### config.mk
export PLATFORM = sky130hd
export DESIGN_NAME = err_status_resp
export DESIGN_NICKNAME = d
export VERILOG_FILES = /design/src/rtl/err_resp_pkg.sv /design/src/rtl/err_flag_bank.sv /design/src/rtl/err_prio_sel.sv /design/src/rtl/err_tx_ser.sv /design/src/rtl/err_status_resp.sv
export SDC_FILE = /design/constraint.sdc
export NUM_CORES = 1
export LEC_CHECK = 0
export BUFFER_PORTS_ARGS = -buffer_cell sky130_fd_sc_hd__buf_2
export CORE_MARGIN = 2
export CORE_UTILIZATION = 50
export CTS_CLUSTER_SIZE = 20
export DETAILED_ROUTE_END_ITERATION = 12
export PLACE_DENSITY = 0.75
export SLEW_MARGIN = 30
export SYNTH_ARGS = -nofsm -noshare
export SYNTH_HDL_FRONTEND = slang
export SYNTH_SLANG_ARGS = --single-unit
### constraint.sdc
create_clock -name clk_i -period 1.89 [get_ports clk_i]
set_input_delay 0.0945 -clock clk_i [delete_from_list [all_inputs] [get_ports clk_i]]
set_output_delay 0.0945 -clock clk_i [all_outputs]
set_load 0.1 [all_outputs]
### src/rtl/err_resp_pkg.sv
package err_resp_pkg;
  localparam int NUM_ERR = 3;
  localparam int CHAN_W  = 16;
  localparam int BYTE_W  = 8;
  localparam logic [7:0] OP_QUERY    = 8'h20;
  localparam logic [7:0] OP_NO_ERR   = 8'h21;
  localparam logic [7:0] OP_ERR_BASE = 8'h22;  // + lane index
endpackage

### src/rtl/err_flag_bank.sv
module err_flag_bank #(
  parameter int NUM_ERR = 3,
  parameter int CHAN_W  = 16
) (
  input  logic                            clk_i,
  input  logic                            rst_ni,
  input  logic [NUM_ERR-1:0]              evt_i,
  input  logic [NUM_ERR-1:0][CHAN_W-1:0]  chan_i,
  input  logic [NUM_ERR-1:0]              clr_i,
  output logic [NUM_ERR-1:0]              flag_o,
  output logic [NUM_ERR-1:0][CHAN_W-1:0]  chan_o
);
  logic [NUM_ERR-1:0]             flag_q;
  logic [NUM_ERR-1:0][CHAN_W-1:0] chan_q;

  for (genvar g = 0; g < NUM_ERR; g++) begin : g_lane
    always_ff @(posedge clk_i or negedge rst_ni) begin
      if (!rst_ni) begin
        flag_q[g] <= 1'b0;
        chan_q[g] <= '0;
      end else if (evt_i[g]) begin
        flag_q[g] <= 1'b1;
        // capture only on a fresh set (clear in same cycle counts as fresh)
        if (!flag_q[g] || clr_i[g]) chan_q[g] <= chan_i[g];
      end else if (clr_i[g]) begin
        flag_q[g] <= 1'b0;
      end
    end


    flag_sticky_chk: assert property (@(posedge clk_i) disable iff (!rst_ni)
      (flag_q[g] && !clr_i[g]) |=> flag_q[g]);

    chan_hold_chk: assert property (@(posedge clk_i) disable iff (!rst_ni)
      (flag_q[g] && !clr_i[g]) |=> $stable(chan_q[g]));

    evt_sets_chk: assert property (@(posedge clk_i) disable iff (!rst_ni)
      evt_i[g] |=> flag_q[g]);
  end

  assign flag_o = flag_q;
  assign chan_o = chan_q;
endmodule

### src/rtl/err_prio_sel.sv
module err_prio_sel #(
  parameter int NUM_ERR = 3,
  localparam int IDX_W  = (NUM_ERR > 1) ? $clog2(NUM_ERR) : 1
) (
  input  logic [NUM_ERR-1:0] flag_i,
  output logic               any_o,
  output logic [IDX_W-1:0]   idx_o,
  output logic [NUM_ERR-1:0] sel_o
);
  // lowest lane index wins
  always_comb begin
    idx_o = '0;
    sel_o = '0;
    for (int i = NUM_ERR - 1; i >= 0; i--) begin
      if (flag_i[i]) begin
        idx_o = IDX_W'(i);
        sel_o = NUM_ERR'(1) << i;
      end
    end
  end
  assign any_o = |flag_i;
endmodule

### src/rtl/err_tx_ser.sv
module err_tx_ser #(
  parameter int BYTE_W      = 8,
  parameter int FRAME_BYTES = 3,
  localparam int CNT_W      = $clog2(FRAME_BYTES + 1),
  localparam int FRAME_W    = FRAME_BYTES * BYTE_W
) (
  input  logic               clk_i,
  input  logic               rst_ni,
  input  logic               load_i,
  input  logic [CNT_W-1:0]   load_len_i,
  input  logic [FRAME_W-1:0] load_data_i,  // first byte in top position
  output logic               busy_o,
  output logic               tx_valid_o,
  output logic [BYTE_W-1:0]  tx_data_o,
  input  logic               tx_ready_i
);
  logic [FRAME_W-1:0] sr_q;
  logic [CNT_W-1:0]   cnt_q;
  logic               fire;

  assign fire       = tx_valid_o && tx_ready_i;
  assign tx_valid_o = (cnt_q != '0);
  assign busy_o     = tx_valid_o;
  assign tx_data_o  = sr_q[FRAME_W-1 -: BYTE_W];

  always_ff @(posedge clk_i or negedge rst_ni) begin
    if (!rst_ni) begin
      sr_q  <= '0;
      cnt_q <= '0;
    end else if (load_i && !busy_o) begin
      sr_q  <= load_data_i;
      cnt_q <= load_len_i;
    end else if (fire) begin
      sr_q  <= sr_q << BYTE_W;
      cnt_q <= cnt_q - 1'b1;
    end
  end


  tx_hold_chk: assert property (@(posedge clk_i) disable iff (!rst_ni)
    (tx_valid_o && !tx_ready_i) |=> (tx_valid_o && $stable(tx_data_o)));

  load_idle_chk: assert property (@(posedge clk_i) disable iff (!rst_ni)
    load_i |-> !busy_o);
endmodule

### src/rtl/err_status_resp.sv
module err_status_resp
  import err_resp_pkg::*;
#(
  parameter int NUM_ERR = err_resp_pkg::NUM_ERR,
  parameter int CHAN_W  = err_resp_pkg::CHAN_W,
  parameter int BYTE_W  = err_resp_pkg::BYTE_W
) (
  input  logic                            clk_i,
  input  logic                            rst_ni,
  input  logic                            rx_valid_i,
  input  logic [BYTE_W-1:0]               rx_data_i,
  output logic                            rx_ready_o,
  input  logic [NUM_ERR-1:0]              evt_i,
  input  logic [NUM_ERR-1:0][CHAN_W-1:0]  evt_chan_i,
  output logic                            tx_valid_o,
  output logic [BYTE_W-1:0]               tx_data_o,
  input  logic                            tx_ready_i
);
  localparam int FRAME_BYTES = 1 + CHAN_W / BYTE_W;
  localparam int FRAME_W     = FRAME_BYTES * BYTE_W;
  localparam int CNT_W       = $clog2(FRAME_BYTES + 1);
  localparam int IDX_W       = (NUM_ERR > 1) ? $clog2(NUM_ERR) : 1;

  logic [NUM_ERR-1:0]             flags, sel, clr;
  logic [NUM_ERR-1:0][CHAN_W-1:0] chans;
  logic [IDX_W-1:0]               idx;
  logic                           any_err, busy, req_fire;
  logic [CHAN_W-1:0]              chan_pick;
  logic [FRAME_W-1:0]             frame;
  logic [CNT_W-1:0]               frame_len;

  assign rx_ready_o = !busy;
  assign req_fire   = rx_valid_i && rx_ready_o && (rx_data_i == BYTE_W'(OP_QUERY));
  assign clr        = req_fire ? sel : '0;

  err_flag_bank #(.NUM_ERR(NUM_ERR), .CHAN_W(CHAN_W)) u_flags (
    .clk_i, .rst_ni,
    .evt_i, .chan_i(evt_chan_i), .clr_i(clr),
    .flag_o(flags), .chan_o(chans)
  );

  err_prio_sel #(.NUM_ERR(NUM_ERR)) u_prio (
    .flag_i(flags), .any_o(any_err), .idx_o(idx), .sel_o(sel)
  );

  always_comb begin
    chan_pick = '0;
    for (int i = 0; i < NUM_ERR; i++)
      if (sel[i]) chan_pick = chans[i];
  end

  always_comb begin
    if (any_err) begin
      frame     = {BYTE_W'(OP_ERR_BASE) + BYTE_W'(idx), chan_pick};
      frame_len = CNT_W'(FRAME_BYTES);
    end else begin
      frame     = {BYTE_W'(OP_NO_ERR), {CHAN_W{1'b0}}};
      frame_len = CNT_W'(1);
    end
  end

  err_tx_ser #(.BYTE_W(BYTE_W), .FRAME_BYTES(FRAME_BYTES)) u_tx (
    .clk_i, .rst_ni,
    .load_i(req_fire), .load_len_i(frame_len), .load_data_i(frame),
    .busy_o(busy), .tx_valid_o, .tx_data_o, .tx_ready_i
  );


  prio_pick_chk: assert property (@(posedge clk_i) disable iff (!rst_ni)
    $onehot0(sel) && ((sel & ~flags) == '0) && (any_err == (sel != '0)));

  clr_single_chk: assert property (@(posedge clk_i) disable iff (!rst_ni)
    $onehot0(clr) && ((clr != '0) -> req_fire));

  ignore_op_chk: assert property (@(posedge clk_i) disable iff (!rst_ni)
    (rx_valid_i && rx_ready_o && rx_data_i != BYTE_W'(OP_QUERY)) |=> !tx_valid_o);

  no_req_busy_chk: assert property (@(posedge clk_i) disable iff (!rst_ni)
    tx_valid_o |-> !rx_ready_o);
endmodule

==> impl_metrics.csv <==
group,metric,value,unit
logic_synthesis,synth_nets,458,
pwr,intPower,2770,uW
logic_synthesis,synth_area,0.00419,sq mm
cts,cts.root.buffer_cell,"sky130_fd_sc_hd__clkbuf_8",
cells_and_area,area_growth_syn_to_layout,24.3,%
cts,numCtsBuffers,9,
drt,drtAntennaViolNets,0,
pwr,power_switching_share,0.317,
floorplanning,floorplan.rows,33,
worst_setup_path,startpoint_type,"flop",
drt,route.vias.total,3467,
placement,detailed_place_hpwl,6.65,mm
timing,worst_slew_margin_rel,0.535,
global_route,globalRoute.totalOverflow,0,
cts,clk_latency,360,ps
cells_and_area,commonest_non_fill_non_tap_cell_in_the_layout,"sky130_fd_sc_hd__dfrtp_1",
timing,min_cycle_time_layout,1860,ps
min_path,worstHoldEndpoint,"u_flags.chan_o[8]$_DFFE_PN0P_",
worst_setup_path,worstPathBufferInverterCount,1,
pwr,clock_power_share,0.325,
cts,clock_buffer_depth,2,
logic_synthesis,synth_largest_area_cell,"sky130_fd_sc_hd__dfrtp_1",
worst_setup_path,rr_startpoint,"u_flags.flag_o[1]$_DFFE_PN0P_",
cells_and_area,most_frequent_cells_in_the_layout,"77 x sky130_fd_sc_hd__dfrtp_1, 72 x sky130_fd_sc_hd__buf_2, 34 x sky130_fd_sc_hd__dlygate4sd3_1",
pwr,vdd.ir_drop.worst,0.000398,V
logic_synthesis,ys_types,36,
global_route,grt_antenna_before_repair,0,
timing,final.period_utilization,0.986,
drt,average_wire_per_cell_in_the_routed_design,17.8,microns
logic_synthesis,syn_area_per_cell,10.6,sq um
flow_run,drv_cap,0,
logic_synthesis,ys_warn_count,0,
pwr,cellLeakagePower,0.00246,uW
timing,setup_tns_final,0,ps
cells_and_area,final.fill_count,667,
worst_setup_path,ff2ff_setup_slack,30,ps
timing,finalSetupViolations,0,
timing,final.setup_skew,7.09,ps
worst_setup_path,cp_cell_sequence,"or3b_4 -> o41a_1 -> clkbuf_16 -> mux2_4",
global_route,global_route_wire_length_before_repair,16.9,mm
logic_synthesis,netlist_top_cells_area,"sky130_fd_sc_hd__dfrtp_1 46%, sky130_fd_sc_hd__mux2_4 7.2%, sky130_fd_sc_hd__mux2i_1 4.5%",
floorplanning,dieArea,0.00913,sq mm
min_path,worst_hold_path.num_cells,3,
cts,clkSlewWorstSetupHoldPaths,90,ps
placement,place.gp.congestion,0.817,
cells_and_area,drive_gt1_frac,0.308,
worst_setup_path,cp_max_fo,8,
drt,firstDrtPassIters,5,
logic_synthesis,synth-seq-cells,77,
floorplanning,die-height,95.6,microns
cts,clock-sinks,77,
min_path,hold_start,"evt_chan_i[8]",
floorplanning,core_area,0.00818,sq mm
worst_setup_path,endpoint_kind_of_the_worst_setup_timing_path,"flop",
drt,via_per_inst,5.89,
cts,tritoncts_clock_tree,"yes",
drt,totalWireLength,10.5,mm
floorplanning,num_io_pins,73,
pwr,share_seq_of_total_power,0.450,
worst_setup_path,cp_slowest_cell,"sky130_fd_sc_hd__o41a_1",
drt,drt_first_iter_violations,290,
worst_setup_path,path_depth_of_the_worst_reg2reg_path,4,
floorplanning,fp.dieW,95.6,microns
timing,setup_repair_after_global_routing_missed_its_margin,"false",
pwr,portion_of_total_power_attributed_to_combinational_logic,0.225,
cells_and_area,antenna_cells_inserted,0,
timing,drv_slew,0,
logic_synthesis,synthesis.instances,394,
worst_setup_path,cp_data_arrival_time,2110,ps
floorplanning,starting_utilization_of_the_core_area,0.513,
global_route,first_global_vias,3353,
worst_setup_path,crit_path_launch,"u_flags.flag_o[1]$_DFFE_PN0P_",
worst_setup_path,path_delay_family,"compound AO/OA/AOI/OAI gates",
cells_and_area,layout.nets,543,
worst_setup_path,critical_path_class,"flop to flop",
pwr,switching_power,1280,uW
cts,h-tree-depth,3,
run_status,run_status,"finished clean",
pwr,power-per-cell-area,777,mW/mm^2
worst_setup_path,worstReg2RegEnd,"u_flags.chan_o[39]$_DFFE_PN0P_",
logic_synthesis,synth_largest_type_area_fraction,0.460,
worst_setup_path,cpPeakStageDelay,510,ps
timing,max_freq,536,MHz
timing,worstMarginPinSlew,695,ps
global_route,grt_start_max_net_pins,78,
global_route,globalRouteTotalUtil,0.245,
logic_synthesis,ys_seq_area_frac,0.460,
drt,drc,0,
placement,placement.io_buffers,72,
timing,worst_hold_slack,6.77,ps
worst_setup_path,cp_data_required_time,2140,ps
timing,hold_viol_final,0,
min_path,hold_path_class,"input pin to flop",
layer usage:
metal | global-route usage | share of wire
met5 | 0 | 0
met4 | 0.0917 | 0.020
met1 | 0.331 | 0.43
met2 | 0.392 | 0.49
met3 | 0.0482 | 0.056
power groups by stage:
stage / Clock [uW] / Combinational [uW] / Sequential (uW)
after floorplan: 0 / 639 / 1830
after CTS: 1330 / 902 / 1820
after detailed placement: 0 / 846 / 1850
after global routing: 1410 / 984 / 1840
final: 1320 / 910 / 1820
after global placement: 0 / 811 / 1850
cell usage after synthesis (all sizes together):
cell type   n
a21o        1
nand2b      5
mux2       35
o311ai      8
a21oi      14
nand2      30
o21ai      16
o41a        2
o31ai       8
dfrtp      77
or3b        1
nor2        5
or4        16
buf        17
a22o        8
or3         1
a31oi       1
inv        12
clkbuf     33
mux2i      19
and2       16
nand3      18
a2111oi     1
or4b        2
nor3        3
nand3b      8
a221oi      8
ha          1
a222oi     16
nor2b      12
state kept, by name, summed over array words and instances, names as in the netlist:
register	cells
u_tx.sr_q	24
u_flags.flag_o	3
u_tx.cnt_q	2
u_flags.chan_o	48
cells by family after synthesis:
logic type	count (synthesis)	synth area share
compound gates	83	0.149
buf+inv	62	0.0728
simple gates	117	0.158
flops	77	0.460
fa+ha+maj	1	0.00298
mux	54	0.157
worst max-delay path by stage:
stage | endpoint | slack (ps) | cells after the start
after floorplan | u_flags.chan_o[16]$_DFFE_PN0P_ | -200 | 8
after global placement | u_flags.chan_o[10]$_DFFE_PN0P_ | -20 | 4
after detailed placement | u_tx.sr_q[18]$_DFFE_PN0P_ | 6 | 5
after CTS | u_flags.chan_o[45]$_DFFE_PN0P_ | 5 | 4
after global routing | u_flags.chan_o[39]$_DFFE_PN0P_ | 2 | 4
final | u_flags.chan_o[39]$_DFFE_PN0P_ | 30 | 4
tightest hold or removal path: stages:
cell	delay, ps
sky130_fd_sc_hd__buf_2	90
sky130_fd_sc_hd__a222oi_1	70
sky130_fd_sc_hd__nand3_1	80
area by class of cell:
cell class                      count  area (sq um)  share of cell area
Inverter                           12          45.0             0.00865
Clock inverter                      6          71.3              0.0137
Timing Repair Buffer              124           911               0.175
Tap cell                          105           131              0.0252
Multi-Input combinational cell    255          1990               0.381
Clock buffer                       10           138              0.0264
Sequential cell                    77          1930               0.370
metrics by stage:
step	util	cells	worst slack, ps	area [sq um]	total power [uW]
final	0.637	589	25.8	5210	4050
after global routing	0.637	589	1.98	5210	4230
after floorplan	-	394	-197	4240	2470
after global placement	0.564	538	-24.2	4610	2660
after detailed placement	0.565	538	5.55	4620	2700
after CTS	0.632	588	5.12	5160	4050
repair_timing:
action	CTS	global route
hold buffers	34	0
endpoints found under the setup margin	0	21
setup buffers	0	0
gates resized for setup	0	6
endpoints found under the hold margin	110	0
Note: power is estimated with default switching activity, not from simulation.
